==> src/rtl/bsr_pkg.sv <==
package bsr_pkg;
  localparam int CHAR_W = 8;
  localparam int CRC_W  = 16;
  localparam logic [CRC_W-1:0] POLY_A = 16'h8005;
  localparam logic [CRC_W-1:0] POLY_B = 16'h1021;

  typedef enum logic [1:0] {
    ST_HUNT = 2'd0,
    ST_SYN1 = 2'd1,
    ST_SYNC = 2'd2
  } rx_state_t;

  function automatic logic [CRC_W-1:0] crc_char(
    input logic [CRC_W-1:0]  crc_in,
    input logic [CHAR_W-1:0] ch,
    input logic [CRC_W-1:0]  poly
  );
    logic [CRC_W-1:0] c;
    logic fb;
    c = crc_in;
    for (int i = CHAR_W - 1; i >= 0; i--) begin
      fb = c[CRC_W-1] ^ ch[i];
      c  = {c[CRC_W-2:0], 1'b0};
      if (fb) c = c ^ poly;
    end
    return c;
  endfunction
endpackage

==> src/rtl/bsr_align.sv <==
module bsr_align
  import bsr_pkg::*;
#(
  parameter int CW = CHAR_W
) (
  input  logic          clk,
  input  logic          rst_n,
  input  logic          bit_en,
  input  logic          rx_bit,
  input  logic          ext_sync,
  input  logic [1:0]    cfg_mode,
  input  logic [CW-1:0] cfg_syn,
  input  logic          cmd_hunt,
  output logic          sync_ok,
  output logic          char_stb,
  output logic [CW-1:0] char_data
);
  localparam int CNT_W = $clog2(CW);
  localparam logic [CNT_W-1:0] LAST = CNT_W'(CW - 1);

  rx_state_t        state;
  logic [CW-1:0]    shreg;
  logic [CNT_W-1:0] cnt;
  logic [CW-1:0]    win;
  logic             is_ext;
  logic             is_dbl;

  assign win     = {shreg[CW-2:0], rx_bit};
  assign is_ext  = cfg_mode[1];
  assign is_dbl  = (cfg_mode == 2'd1);
  assign sync_ok = (state == ST_SYNC);

  always_ff @(posedge clk) begin
    if (!rst_n) begin
      state     <= ST_HUNT;
      shreg     <= '1;
      cnt       <= '0;
      char_stb  <= 1'b0;
      char_data <= '0;
    end else begin
      char_stb <= 1'b0;
      if (cmd_hunt) begin
        state <= ST_HUNT;
        cnt   <= '0;
      end else if (bit_en) begin
        shreg <= win;
        unique case (state)
          ST_HUNT: begin
            cnt <= '0;
            if (is_ext) begin
              if (ext_sync) state <= ST_SYNC;
            end else if (win == cfg_syn) begin
              state <= is_dbl ? ST_SYN1 : ST_SYNC;
            end
          end
          ST_SYN1: begin
            cnt <= cnt + 1'b1;
            if (cnt == LAST) begin
              cnt   <= '0;
              state <= (win == cfg_syn) ? ST_SYNC : ST_HUNT;
            end
          end
          ST_SYNC: begin
            cnt <= cnt + 1'b1;
            if (cnt == LAST) begin
              cnt <= '0;
              if (win != cfg_syn) begin
                char_stb  <= 1'b1;
                char_data <= win;
              end
            end
          end
          default: state <= ST_HUNT;
        endcase
      end
    end
  end

  a_r1_align_on_bit: assert property (@(posedge clk) disable iff (!rst_n)
    $rose(sync_ok) |-> $past(bit_en));
  a_r10_hunt_cmd: assert property (@(posedge clk) disable iff (!rst_n)
    cmd_hunt |=> !sync_ok);
  a_r4_strobe_when_aligned: assert property (@(posedge clk) disable iff (!rst_n)
    char_stb |-> $past(sync_ok) && $past(bit_en));
endmodule

==> src/rtl/bsr_crc.sv <==
module bsr_crc
  import bsr_pkg::*;
#(
  parameter int CW = CHAR_W,
  parameter int RW = CRC_W
) (
  input  logic          clk,
  input  logic          rst_n,
  input  logic          cfg_crc_sel,
  input  logic          cfg_crc_ones,
  input  logic          cmd_hunt,
  input  logic          char_stb,
  input  logic [CW-1:0] char_data,
  output logic          crc_err
);
  logic [RW-1:0] crc_q;
  logic [RW-1:0] init_vec;
  logic [RW-1:0] poly;

  assign init_vec = cfg_crc_ones ? '1 : '0;
  assign poly     = cfg_crc_sel ? POLY_B : POLY_A;
  assign crc_err  = |crc_q;

  always_ff @(posedge clk) begin
    if (!rst_n || cmd_hunt) crc_q <= init_vec;
    else if (char_stb)      crc_q <= crc_char(crc_q, char_data, poly);
  end

  a_r9_reload: assert property (@(posedge clk) disable iff (!rst_n)
    cmd_hunt |=> crc_q == $past(init_vec));
  a_r5_crc_idle: assert property (@(posedge clk) disable iff (!rst_n)
    !char_stb && !cmd_hunt |=> $stable(crc_q));
endmodule

==> src/rtl/bsr_outreg.sv <==
module bsr_outreg
  import bsr_pkg::*;
#(
  parameter int CW = CHAR_W
) (
  input  logic          clk,
  input  logic          rst_n,
  input  logic          cmd_hunt,
  input  logic          char_stb,
  input  logic [CW-1:0] char_data,
  output logic          out_valid,
  input  logic          out_ready,
  output logic [CW-1:0] out_data,
  output logic          overrun
);
  logic stalled;
  assign stalled = out_valid && !out_ready;

  always_ff @(posedge clk) begin
    if (!rst_n) begin
      out_valid <= 1'b0;
      out_data  <= '0;
      overrun   <= 1'b0;
    end else begin
      if (cmd_hunt) overrun <= 1'b0;
      if (char_stb) begin
        if (stalled) begin
          if (!cmd_hunt) overrun <= 1'b1;
        end else begin
          out_valid <= 1'b1;
          out_data  <= char_data;
        end
      end else if (out_ready) begin
        out_valid <= 1'b0;
      end
    end
  end

  a_r6_hold: assert property (@(posedge clk) disable iff (!rst_n)
    stalled |=> out_valid && $stable(out_data));
  a_r7_sticky: assert property (@(posedge clk) disable iff (!rst_n)
    overrun && !cmd_hunt |=> overrun);
  a_r7_raise: assert property (@(posedge clk) disable iff (!rst_n)
    char_stb && stalled && !cmd_hunt |=> overrun);
endmodule

==> src/rtl/bsync_rx.sv <==
module bsync_rx
  import bsr_pkg::*;
#(
  parameter int CW = CHAR_W
) (
  input  logic          clk,
  input  logic          rst_n,
  input  logic          bit_en,
  input  logic          rx_bit,
  input  logic          ext_sync,
  input  logic [1:0]    cfg_mode,
  input  logic [CW-1:0] cfg_syn,
  input  logic          cfg_crc_sel,
  input  logic          cfg_crc_ones,
  input  logic          cmd_hunt,
  output logic          out_valid,
  input  logic          out_ready,
  output logic [CW-1:0] out_data,
  output logic          sync_ok,
  output logic          overrun,
  output logic          crc_err
);
  logic          char_stb;
  logic [CW-1:0] char_data;

  bsr_align #(.CW(CW)) u_align (
    .clk(clk), .rst_n(rst_n), .bit_en(bit_en), .rx_bit(rx_bit),
    .ext_sync(ext_sync), .cfg_mode(cfg_mode), .cfg_syn(cfg_syn),
    .cmd_hunt(cmd_hunt), .sync_ok(sync_ok),
    .char_stb(char_stb), .char_data(char_data)
  );

  bsr_crc #(.CW(CW)) u_crc (
    .clk(clk), .rst_n(rst_n), .cfg_crc_sel(cfg_crc_sel),
    .cfg_crc_ones(cfg_crc_ones), .cmd_hunt(cmd_hunt),
    .char_stb(char_stb), .char_data(char_data), .crc_err(crc_err)
  );

  bsr_outreg #(.CW(CW)) u_out (
    .clk(clk), .rst_n(rst_n), .cmd_hunt(cmd_hunt),
    .char_stb(char_stb), .char_data(char_data),
    .out_valid(out_valid), .out_ready(out_ready),
    .out_data(out_data), .overrun(overrun)
  );

  a_r5_no_syn_out: assert property (@(posedge clk) disable iff (!rst_n)
    $rose(out_valid) |-> out_data != cfg_syn);
  a_r11_reset: assert property (@(posedge clk)
    !rst_n |=> !out_valid && !overrun && !sync_ok);
endmodule

==> config.mk <==
export PLATFORM = sky130hd
export DESIGN_NAME = bsync_rx
export DESIGN_NICKNAME = d
export VERILOG_FILES = /design/src/rtl/bsr_pkg.sv /design/src/rtl/bsr_align.sv /design/src/rtl/bsr_crc.sv /design/src/rtl/bsr_outreg.sv /design/src/rtl/bsync_rx.sv
export SDC_FILE = /design/constraint.sdc
export NUM_CORES = 1
export LEC_CHECK = 0
export ABC_CLOCK_PERIOD_IN_PS = 2100
export CORE_AREA = 5 5 79 81
export DETAILED_ROUTE_END_ITERATION = 8
export DIE_AREA = 0 0 84 86
export GPL_TIMING_DRIVEN = 0
export PLACE_DENSITY = 0.74
export SYNTH_ARGS = -nofsm -noshare
export SYNTH_HDL_FRONTEND = slang
export SYNTH_SLANG_ARGS = --single-unit
==> constraint.sdc <==
create_clock -name clk -period 2.1 [get_ports clk]
set_clock_uncertainty 0.2 [all_clocks]
set_input_delay 0.42 -clock clk [delete_from_list [all_inputs] [get_ports clk]]
set_output_delay 0.42 -clock clk [all_outputs]
set_load 0.01 [all_outputs]
==> out/qor.csv, run 1 <==
metric,value,unit
num_antenna_cells,0,
max-clock-path-buffers,2,
grt_usage,17.0,%
rows,27,
reg2reg_from,u_crc.crc_q[10]$_DFFE_PP_,
syn_area_per_cell,10.3,µm²
violations,setup timing,
cts_tree,built,
final_layout_size_suffix_gt1_share,20.2,%
power,2.34,mW
grt_pass1_vias,2144,
start_kind,register,
rsz0062_at_grt,yes,
synthesis.area,0.00263,mm²
cts_root_buffer,clkbuf_8,
ys_ff_latch,47,
clock-sinks,47,
dieArea,0.00722,mm²
syn2layout_area_growth,36.4,%
ir_drop,320,µV
worst_slack,-209,ps
stdcell_area,0.00358,mm²
start_util,48.6,%
worstPathMaxFanout,4,
ys_types,38,
fin_crit_sh,110,%
clkTransAtPathRegs,80,ps
hpwl,4100,µm
synthTopCellsByArea,"dfxtp_1, edfxtp_1, xnor2_1",
status,"finished, violations left",
io_pins,31,
cts.htree.levels,2,
io_buffers,29,
min-delay-start,u_align.cnt[1]$_SDFFE_PP0P_,
drt-total-wl,6250,µm
route.detailed.drc,0,
cap_violations,0,
place_area,0.00307,mm²
fmax,433,MHz
crit_arrival,2270,ps
grt-ovfl-total,0,
vias,2090,
final_nets,341,
hold_viol_final,0,
fin_crit,2310,ps
tightest_slew,791,ps
cts_made_buffers,5,
die_w,84,µm
syn_inst,254,
relSlewSlack,47.3,%
wl_per_cell,16.1,µm
place_congestion,0.844,
clock_latency,300,ps
setup_violations,24,
vias_per_cell,5.37,
worst_ep_required_time,2060,ps
grt_pass1_wl,9920,µm
yosysTopAreaCellShare,23.6,%
yosysTopAreaCell,dfxtp_1,
drt_iter0_markers,134,
power_density,652,mW/mm²
antenna_found_initial,0,
die_h,86,µm
end_kind,register,
grt_max_degree,17,
yosysSeqAreaShare,41.9,%
core,0.00541,mm²
leakage,1.39,nW
startpoint,u_crc.crc_q[10]$_DFFE_PP_,
yosysWarnings,0,
postRouteAntennaNets,0,
postSynthNetCount,279,
drv_slew,0,
hold_path_class,register to register,
dr.pass1.iters,4,
path_class,register to register,
where the power goes:
part           switching, mW  internal, mW
Sequential            0.0601         0.999
Combinational          0.310         0.404
Clock                  0.300         0.264
Total                  0.670          1.67
critical path, stage by stage, from the launching register on:
cell	delay, ps
edfxtp_1	470
xor2_4	210
xnor2_2	250
buf_4	160
xnor3_1	380
or4_1	410
nand4_1	100
cells in the mapped netlist:
library cell	n
dfxtp_1	31
nor2b_1	26
nand2_1	23
xnor2_1	21
mux2i_1	18
edfxtp_1	16
a21oi_1	14
nand3_1	11
xor2_1	11
clkbuf_1	9
o21ai_0	9
nor2_1	8
ha_1	6
nand2b_1	5
nand4_1	5
xnor3_1	5
inv_1	4
nor3b_1	4
nor4_1	4
xnor2_2	3
a31oi_1	2
o21a_1	2
or3_1	2
a2111o_1	1
a2111oi_0	1
and2_1	1
buf_6	1
nor3_1	1
nor4b_1	1
o2111a_1	1
o211ai_1	1
o311a_1	1
o311ai_0	1
o31ai_1	1
or4_1	1
xnor2_4	1
xor2_2	1
xor2_4	1
timing repair:
item                                    CTS  global route
setup buffers                            15            12
gates resized for setup                  21            19
hold buffers                              0             0
pin swaps                                13            11
endpoints found under the setup margin   40            39
path summary, 6_finish.rpt:
kind	to	slack, ps	depth (start not counted)
worst min-delay path	u_align.cnt[1]$_SDFFE_PP0P_	270	2
worst min register to register	u_align.cnt[1]$_SDFFE_PP0P_	270	2
worst max register to register	u_crc.crc_q[0]$_DFFE_PP_	-210	6
worst max-delay path	u_crc.crc_q[0]$_DFFE_PP_	-210	6
per-layer routing:
layer | global-route usage, % | part of all wire [%]
met1 | 20.1 | 41
met2 | 30.4 | 52
met3 | 2.40 | 4.6
met4 | 8.04 | 2.4
met5 | 0 | 0
layout make-up:
type / instances / area, µm²
buffer: 9 / 43.8
clock buffer: 6 / 82.6
clock inverter: 2 / 10.0
fill: 410 / 1820
inverter: 4 / 15.0
multi-input combinational: 193 / 1690
sequential: 47 / 1110
tap: 72 / 90.1
timing repair buffer: 56 / 547
logic make-up (layout without fill, tap and decap cells):
kind of cell / count (synthesis) / count (layout) / share of synthesized area (%)
and+or+nand+nor: 92 / 92 / 18.7
DFF: 47 / 47 / 41.9
xor gates and xnor gates: 43 / 43 / 19.5
AOI/OAI and AO/OA: 34 / 34 / 7.90
muxes: 18 / 18 / 6.85
buffers and inverters: 14 / 77 / 2.28
adders and majority gates: 6 / 6 / 2.86
layout by cell type (no fill, tap or decap), types with 3 or more instances in the layout:
master	n
o21ai_0	8
nand2_1	23
nor4_1	3
xnor2_4	7
dfxtp_1	27
clkdlybuf4s50_1	27
xor2_4	4
buf_4	18
xor2_1	8
mux2i_1	18
nor2_1	7
nor3b_1	3
a21oi_1	14
edfxtp_1	16
inv_1	4
nand4_1	5
xnor3_1	5
dfxtp_2	4
nand2b_1	5
buf_12	3
buf_6	7
nand3_1	11
nor2b_1	25
xnor2_1	16
clkbuf_1	6
ha_1	6
clkbuf_8	6
registers in the layout (all words and copies together) (netlist names):
name	flops
u_align.char_stb	1
u_crc.crc_q	16
u_align.state	2
u_align.char_data	8
u_out.overrun	1
u_align.shreg	7
u_out.out_valid	1
u_align.cnt	3
u_out.out_data	8
through the flow:
stage | util (%) | setup WS (ps) | setup TNS (ps) | instances | hold WS, ps
detailed placement | 56.9 | -648 | -20200 | 355 | 258
finish | 66.3 | -209 | -1870 | 389 | 266
floorplan | - | -81.1 | -218 | 254 | 236
global route | 66.3 | -264 | -4820 | 389 | 294
CTS | 63.2 | -201 | -3670 | 377 | 270
global placement | 56.9 | -653 | -18010 | 355 | 244
Note: power is estimated with default switching activity, not from simulation.
==> run 2, diff against run 1 <==
CELL_PAD_IN_SITES_DETAIL_PLACEMENT = 0   (was unset)
CELL_PAD_IN_SITES_GLOBAL_PLACEMENT = 1   (was unset)
CORE_AREA = 5 5 89 91   (was 5 5 79 81)
DIE_AREA = 0 0 94 96   (was 0 0 84 86)
PLACE_DENSITY = unset   (was 0.74)
PLACE_DENSITY_LB_ADDON = 0.1   (was unset)
SYNTH_HIERARCHICAL = 1   (was unset)
==> out/qor.csv, run 2 <==
metric,value,unit
io_pins,31,
worstPathMaxFanout,5,
hold_end,u_out/out_data[6]$_SDFFE_PN0P_,
ff2ff_path_depth,5,
hpwl,4530,µm
vias,2060,
synthesis.area,0.00269,mm²
final_layout_size_suffix_gt1_share,21.4,%
start_kind,register,
relSlewSlack,49.6,%
setup_violations,6,
grt-ovfl-total,0,
largest_register_ffs,16,
fin_crit,2240,ps
postRouteAntennaNets,0,
dr.pass1.iters,4,
syn_area_per_cell,10.4,µm²
final_nets,346,
drt_iter0_markers,64,
syn_inst,260,
top_regs,"u_crc/crc_q x16, u_align/char_data x8, u_out/out_data x8",
ys_types,49,
worst_ep_required_time,2040,ps
max-clock-path-buffers,2,
fin_util,51.4,%
cts_made_buffers,5,
grt_pass1_vias,2050,
regMostFlops,u_crc/crc_q,
dieArea,0.00902,mm²
postSynthNetCount,285,
num_antenna_cells,0,
whs_path_depth,2,
rsz0062_at_grt,yes,
dp_cells,389,
reg2reg_from,u_crc/crc_q[13]$_DFFE_PP_,
clkTransAtPathRegs,90,ps
vias_per_cell,4.89,
synth_edf_count,16,
status,"finished, violations left",
grt_pass1_wl,10300,µm
hold_viol_final,0,
rows,31,
yosysSeqAreaShare,40.9,%
startpoint,u_crc/crc_q[13]$_DFFE_PP_,
yosysTopAreaCell,dfxtp_1,
ys_ff_latch,47,
wl_per_cell,15.1,µm
hold_path_class,register to register,
yosysMostFrequentCell,nand2_1,
cts.htree.levels,2,
yosysTopAreaCellShare,23.1,%
fin_crit_sh,106,%
drv_slew,0,
die_h,96,µm
cts_tree,built,
place_congestion,0.832,
fmax,447,MHz
ctsHoldBuffers,0,
syn2layout_area_growth,34.8,%
crit_arrival,2180,ps
reg2reg_slack,-140,ps
power_density,640,mW/mm²
cts_root_buffer,clkbuf_8,
layout_common_cells,"nand2_1, dfxtp_1, clkdlybuf4s50_1",
end_kind,register,
drt-total-wl,6360,µm
r2r-end,u_crc/crc_q[15]$_DFFE_PP_,
grt_usage,14.7,%
yosysWarnings,6,
synthTopCellsByArea,"dfxtp_1, edfxtp_1, mux2i_1",
min-delay-start,u_out/out_data[6]$_SDFFE_PN0P_,
violations,setup timing,
ir_drop,297,µV
core,0.00706,mm²
path_class,register to register,
tightest_slew,756,ps
route.detailed.drc,0,
clock_latency,300,ps
die_w,94,µm
cap_violations,0,
power,2.32,mW
worst_slack,-135,ps
start_util,38.1,%
grt_max_degree,17,
antenna_found_initial,0,
async_reset_ff_share,0,%
io_buffers,30,
clock-sinks,47,
ys_top_cells_by_count,"nand2_1, dfxtp_1, mux2i_1, edfxtp_1",
final_common_cell,nand2_1,
fin_cells,421,
synthFlopType,dfxtp_1,
leakage,1.32,nW
## run 2: changes by cell type in the layout (fill, tap and decap cells not counted), moves of 5 or more
| cell | before | now |
|---|---|---|
| nand2_1 | 23 | 38 |
| xor2_1 | 8 | 14 |
| clkbuf_1 | 6 | 1 |
| xnor2_1 | 16 | 9 |
| nor2b_1 | 25 | 11 |
## run 2: worst max path at each step
stage                                      to  slack, ps  depth (start not counted)
CTS                 u_crc/crc_q[15]$_DFFE_PP_       -150                          5
global route        u_crc/crc_q[15]$_DFFE_PP_       -210                          7
floorplan           u_crc/crc_q[15]$_DFFE_PP_        -10                          5
global placement     u_crc/crc_q[7]$_DFFE_PP_       -550                          6
finish              u_crc/crc_q[15]$_DFFE_PP_       -140                          5
detailed placement   u_crc/crc_q[7]$_DFFE_PP_       -490                          6
## run 2: kinds of logic (layout without fill, tap and decap cells)
logic type	count (synthesis)	after routing	share of synthesized area, %
simple gates	96	96	19.9
flops	47	47	40.9
xor+xnor	41	41	17.6
compound gates	39	39	9.39
mux	19	19	7.11
buf+inv	12	74	2.28
fa+ha+maj	6	6	2.79
## run 2: cell type report
type	count	area, µm²
clock inverters	2	15.0
fillers	659	3430
plain buffers	8	51.3
clock buffers	6	82.6
repair buffers	54	515
multi-input cells	201	1720
well taps	99	124
inverters	4	15.0
flip-flops and latches	47	1100
## run 2: metrics by stage
stage	TNS, ps	setup WS (ps)	cell area [µm²]	hold WS [ps]
after floorplan	-13.9	-13.9	2720	236
after global placement	-15620	-553	3140	244
after detailed placement	-14890	-489	3140	248
after CTS	-1160	-147	3490	263
after global routing	-4430	-214	3630	283
final	-346	-135	3630	259
## run 2: worst max-delay path: stages, from the launching register on
cell and delay [ps]:
edfxtp_1 490, xnor2_4 320, xnor2_4 200, xor3_1 370, or3_1 320, a31oi_1 170
## run 2: what timing repair did
action | in CTS | in global routing
resized for setup | 22 | 13
setup endpoints to repair | 35 | 38
pin swaps | 14 | 11
setup buffers | 15 | 10
## run 2: per-layer routing
metal	global-route usage [%]	vias up	part of all wire [%]
li1	-	1039	-
met1	19.1	966	46
met4	3.85	0	1.4
met5	0	-	0
met3	2.74	8	4.2
met2	25.3	47	48
## run 2: power by group
group | switching [mW] | internal, mW | total [mW]
Clock | 0.312 | 0.270 | 0.582
Sequential | 0.0552 | 0.997 | 1.05
Combinational | 0.307 | 0.380 | 0.688
Total | 0.674 | 1.65 | 2.32
==> run 3, diff against run 2 <==
PLACE_DENSITY = 0.84   (was unset)
PLACE_DENSITY_LB_ADDON = unset   (was 0.1)
==> out/qor.csv, run 3 (same netlist as run 2, synthesis figures left out) <==
metric,value,unit
final_layout_size_suffix_gt1_share,17.3,%
hold_path_class,register to register,
worst_ep_required_time,1480,ps
wl_per_cell,13.6,µm
largest_register_ffs,16,
reg2reg_slack,-130,ps
dr.pass1.iters,4,
ff2ff_path_depth,5,
fin_crit,2250,ps
fmax,445,MHz
violations,setup timing,
clkPwrFrac,24.3,%
setup_violations,5,
final_nets,336,
syn2layout_area_growth,29.0,%
antenna_found_initial,0,
cap_violations,0,
cts_made_buffers,5,
hold_end,u_out/out_data[6]$_SDFFE_PN0P_,
fin_crit_sh,107,%
min-delay-start,u_out/out_data[6]$_SDFFE_PN0P_,
dieArea,0.00902,mm²
power_density,630,mW/mm²
ctsHoldBuffers,0,
io_pins,31,
wl_met1,2730,µm
die_h,96,µm
tightest_slew,457,ps
die_w,94,µm
worstPathMaxFanout,2,
fill_cells,688,
drt-total-wl,5610,µm
p_int,1.56,mW
rows,31,
dp_cells,389,
num_antenna_cells,0,
grt_usage,13.0,%
top_regs,"u_crc/crc_q x16, u_align/char_data x8, u_out/out_data x8",
clock-sinks,47,
io_buffers,30,
status,"finished, violations left",
core,0.00706,mm²
fin_cells,411,
clkTransAtPathRegs,90,ps
start_kind,register,
met3_length,233,µm
routed-wl-met2,2590,µm
path_class,register to output pin,
power_switching_share,28.7,%
finalSetupTns,-517,ps
rsz0062_at_grt,yes,
r2r-end,u_crc/crc_q[15]$_DFFE_PP_,
stdcell_area,0.00347,mm²
start_util,38.1,%
vias_per_cell,4.87,
drv_slew,0,
timing.hold.ws,259,ps
ir_drop,359,µV
top_layer,met4,
grt_pass1_vias,1894,
relSlewSlack,69.3,%
vias,2000,
layout_common_cells,"nand2_1, dfxtp_1, clkdlybuf4s50_1",
cts.htree.levels,2,
grt_pass1_wl,9140,µm
hold_viol_final,0,
startpoint,u_crc/crc_q[14]$_DFFE_PP_,
regMostFlops,u_crc/crc_q,
route.detailed.drc,0,
leakage,1.24,nW
hpwl,4270,µm
place_congestion,0.869,
cts_root_buffer,clkbuf_8,
reg2reg_from,u_crc/crc_q[13]$_DFFE_PP_,
place_area,0.00314,mm²
worst_slack,-148,ps
max-clock-path-buffers,2,
cts_tree,built,
grt_max_degree,17,
final_common_cell,nand2_1,
postRouteAntennaNets,0,
clock_latency,300,ps
drt_iter0_markers,132,
whs_path_depth,2,
crit_arrival,1630,ps
grt-ovfl-total,0,
p_switching,627,µW
combinationalPowerShare,27.8,%
seqPwrFrac,47.9,%
end_kind,output pin,
run 3: final cells by class:
class	instances	area (µm²)	area share, %
Buffer	8	50.0	1.44
Clock buffer	5	68.8	1.98
Clock inverter	3	17.5	0.505
Inverter	4	15.0	0.432
Multi-Input combinational cell	201	1660	47.9
Sequential cell	47	1100	31.7
Tap cell	99	124	3.57
Timing Repair Buffer	44	432	12.4
run 3: what timing repair did:
| item | CTS | global route |
|---|---|---|
| setup endpoints to repair | 34 | 17 |
| resized for setup | 16 | 9 |
| buffers inserted | 10 | 4 |
| pin swaps | 11 | 6 |
run 3: worst max path at each step:
| stage | end | slack [ps] |
|---|---|---|
| global placement | u_crc/crc_q[7]$_DFFE_PP_ | -450 |
| CTS | u_crc/crc_q[15]$_DFFE_PP_ | -130 |
| finish | crc_err | -150 |
| detailed placement | u_crc/crc_q[7]$_DFFE_PP_ | -440 |
| floorplan | u_crc/crc_q[15]$_DFFE_PP_ | -10 |
| global route | u_crc/crc_q[0]$_DFFE_PP_ | -210 |
run 3: stage by stage:
| step | power (mW) | utilization (%) | setup WS [ps] |
|---|---|---|---|
| 6_report | 2.19 | 49.2 | -148 |
| 5_1_grt | 2.31 | 49.2 | -211 |
| 4_1_cts | 2.19 | 48.4 | -135 |
| 3_5_place_dp | 1.58 | 44.5 | -437 |
| 3_3_place_gp | 1.57 | 44.5 | -449 |
| 2_1_floorplan | 1.46 | - | -13.9 |
run 3: metal layers:
| layer | GRT usage, % | up-vias |
|---|---|---|
| met4 | 3.37 | 0 |
| li1 | - | 1024 |
| met2 | 19.9 | 38 |
| met5 | 0 | - |
| met3 | 3.05 | 7 |
| met1 | 18.5 | 931 |
run 3: power groups by stage:
| stage | combinational, mW | clock (mW) | sequential [mW] |
|---|---|---|---|
| floorplan | 0.404 | 0 | 1.05 |
| global placement | 0.514 | 0 | 1.06 |
| global route | 0.658 | 0.603 | 1.05 |
| CTS | 0.587 | 0.554 | 1.05 |
| finish | 0.608 | 0.532 | 1.05 |
| detailed placement | 0.520 | 0 | 1.06 |
run 3: worst max-delay path: stages (launching register included):
cell and delay, ps:
edfxtp_1 430, nor4_2 400, nand4_1 180, dlygate4sd2_1 320
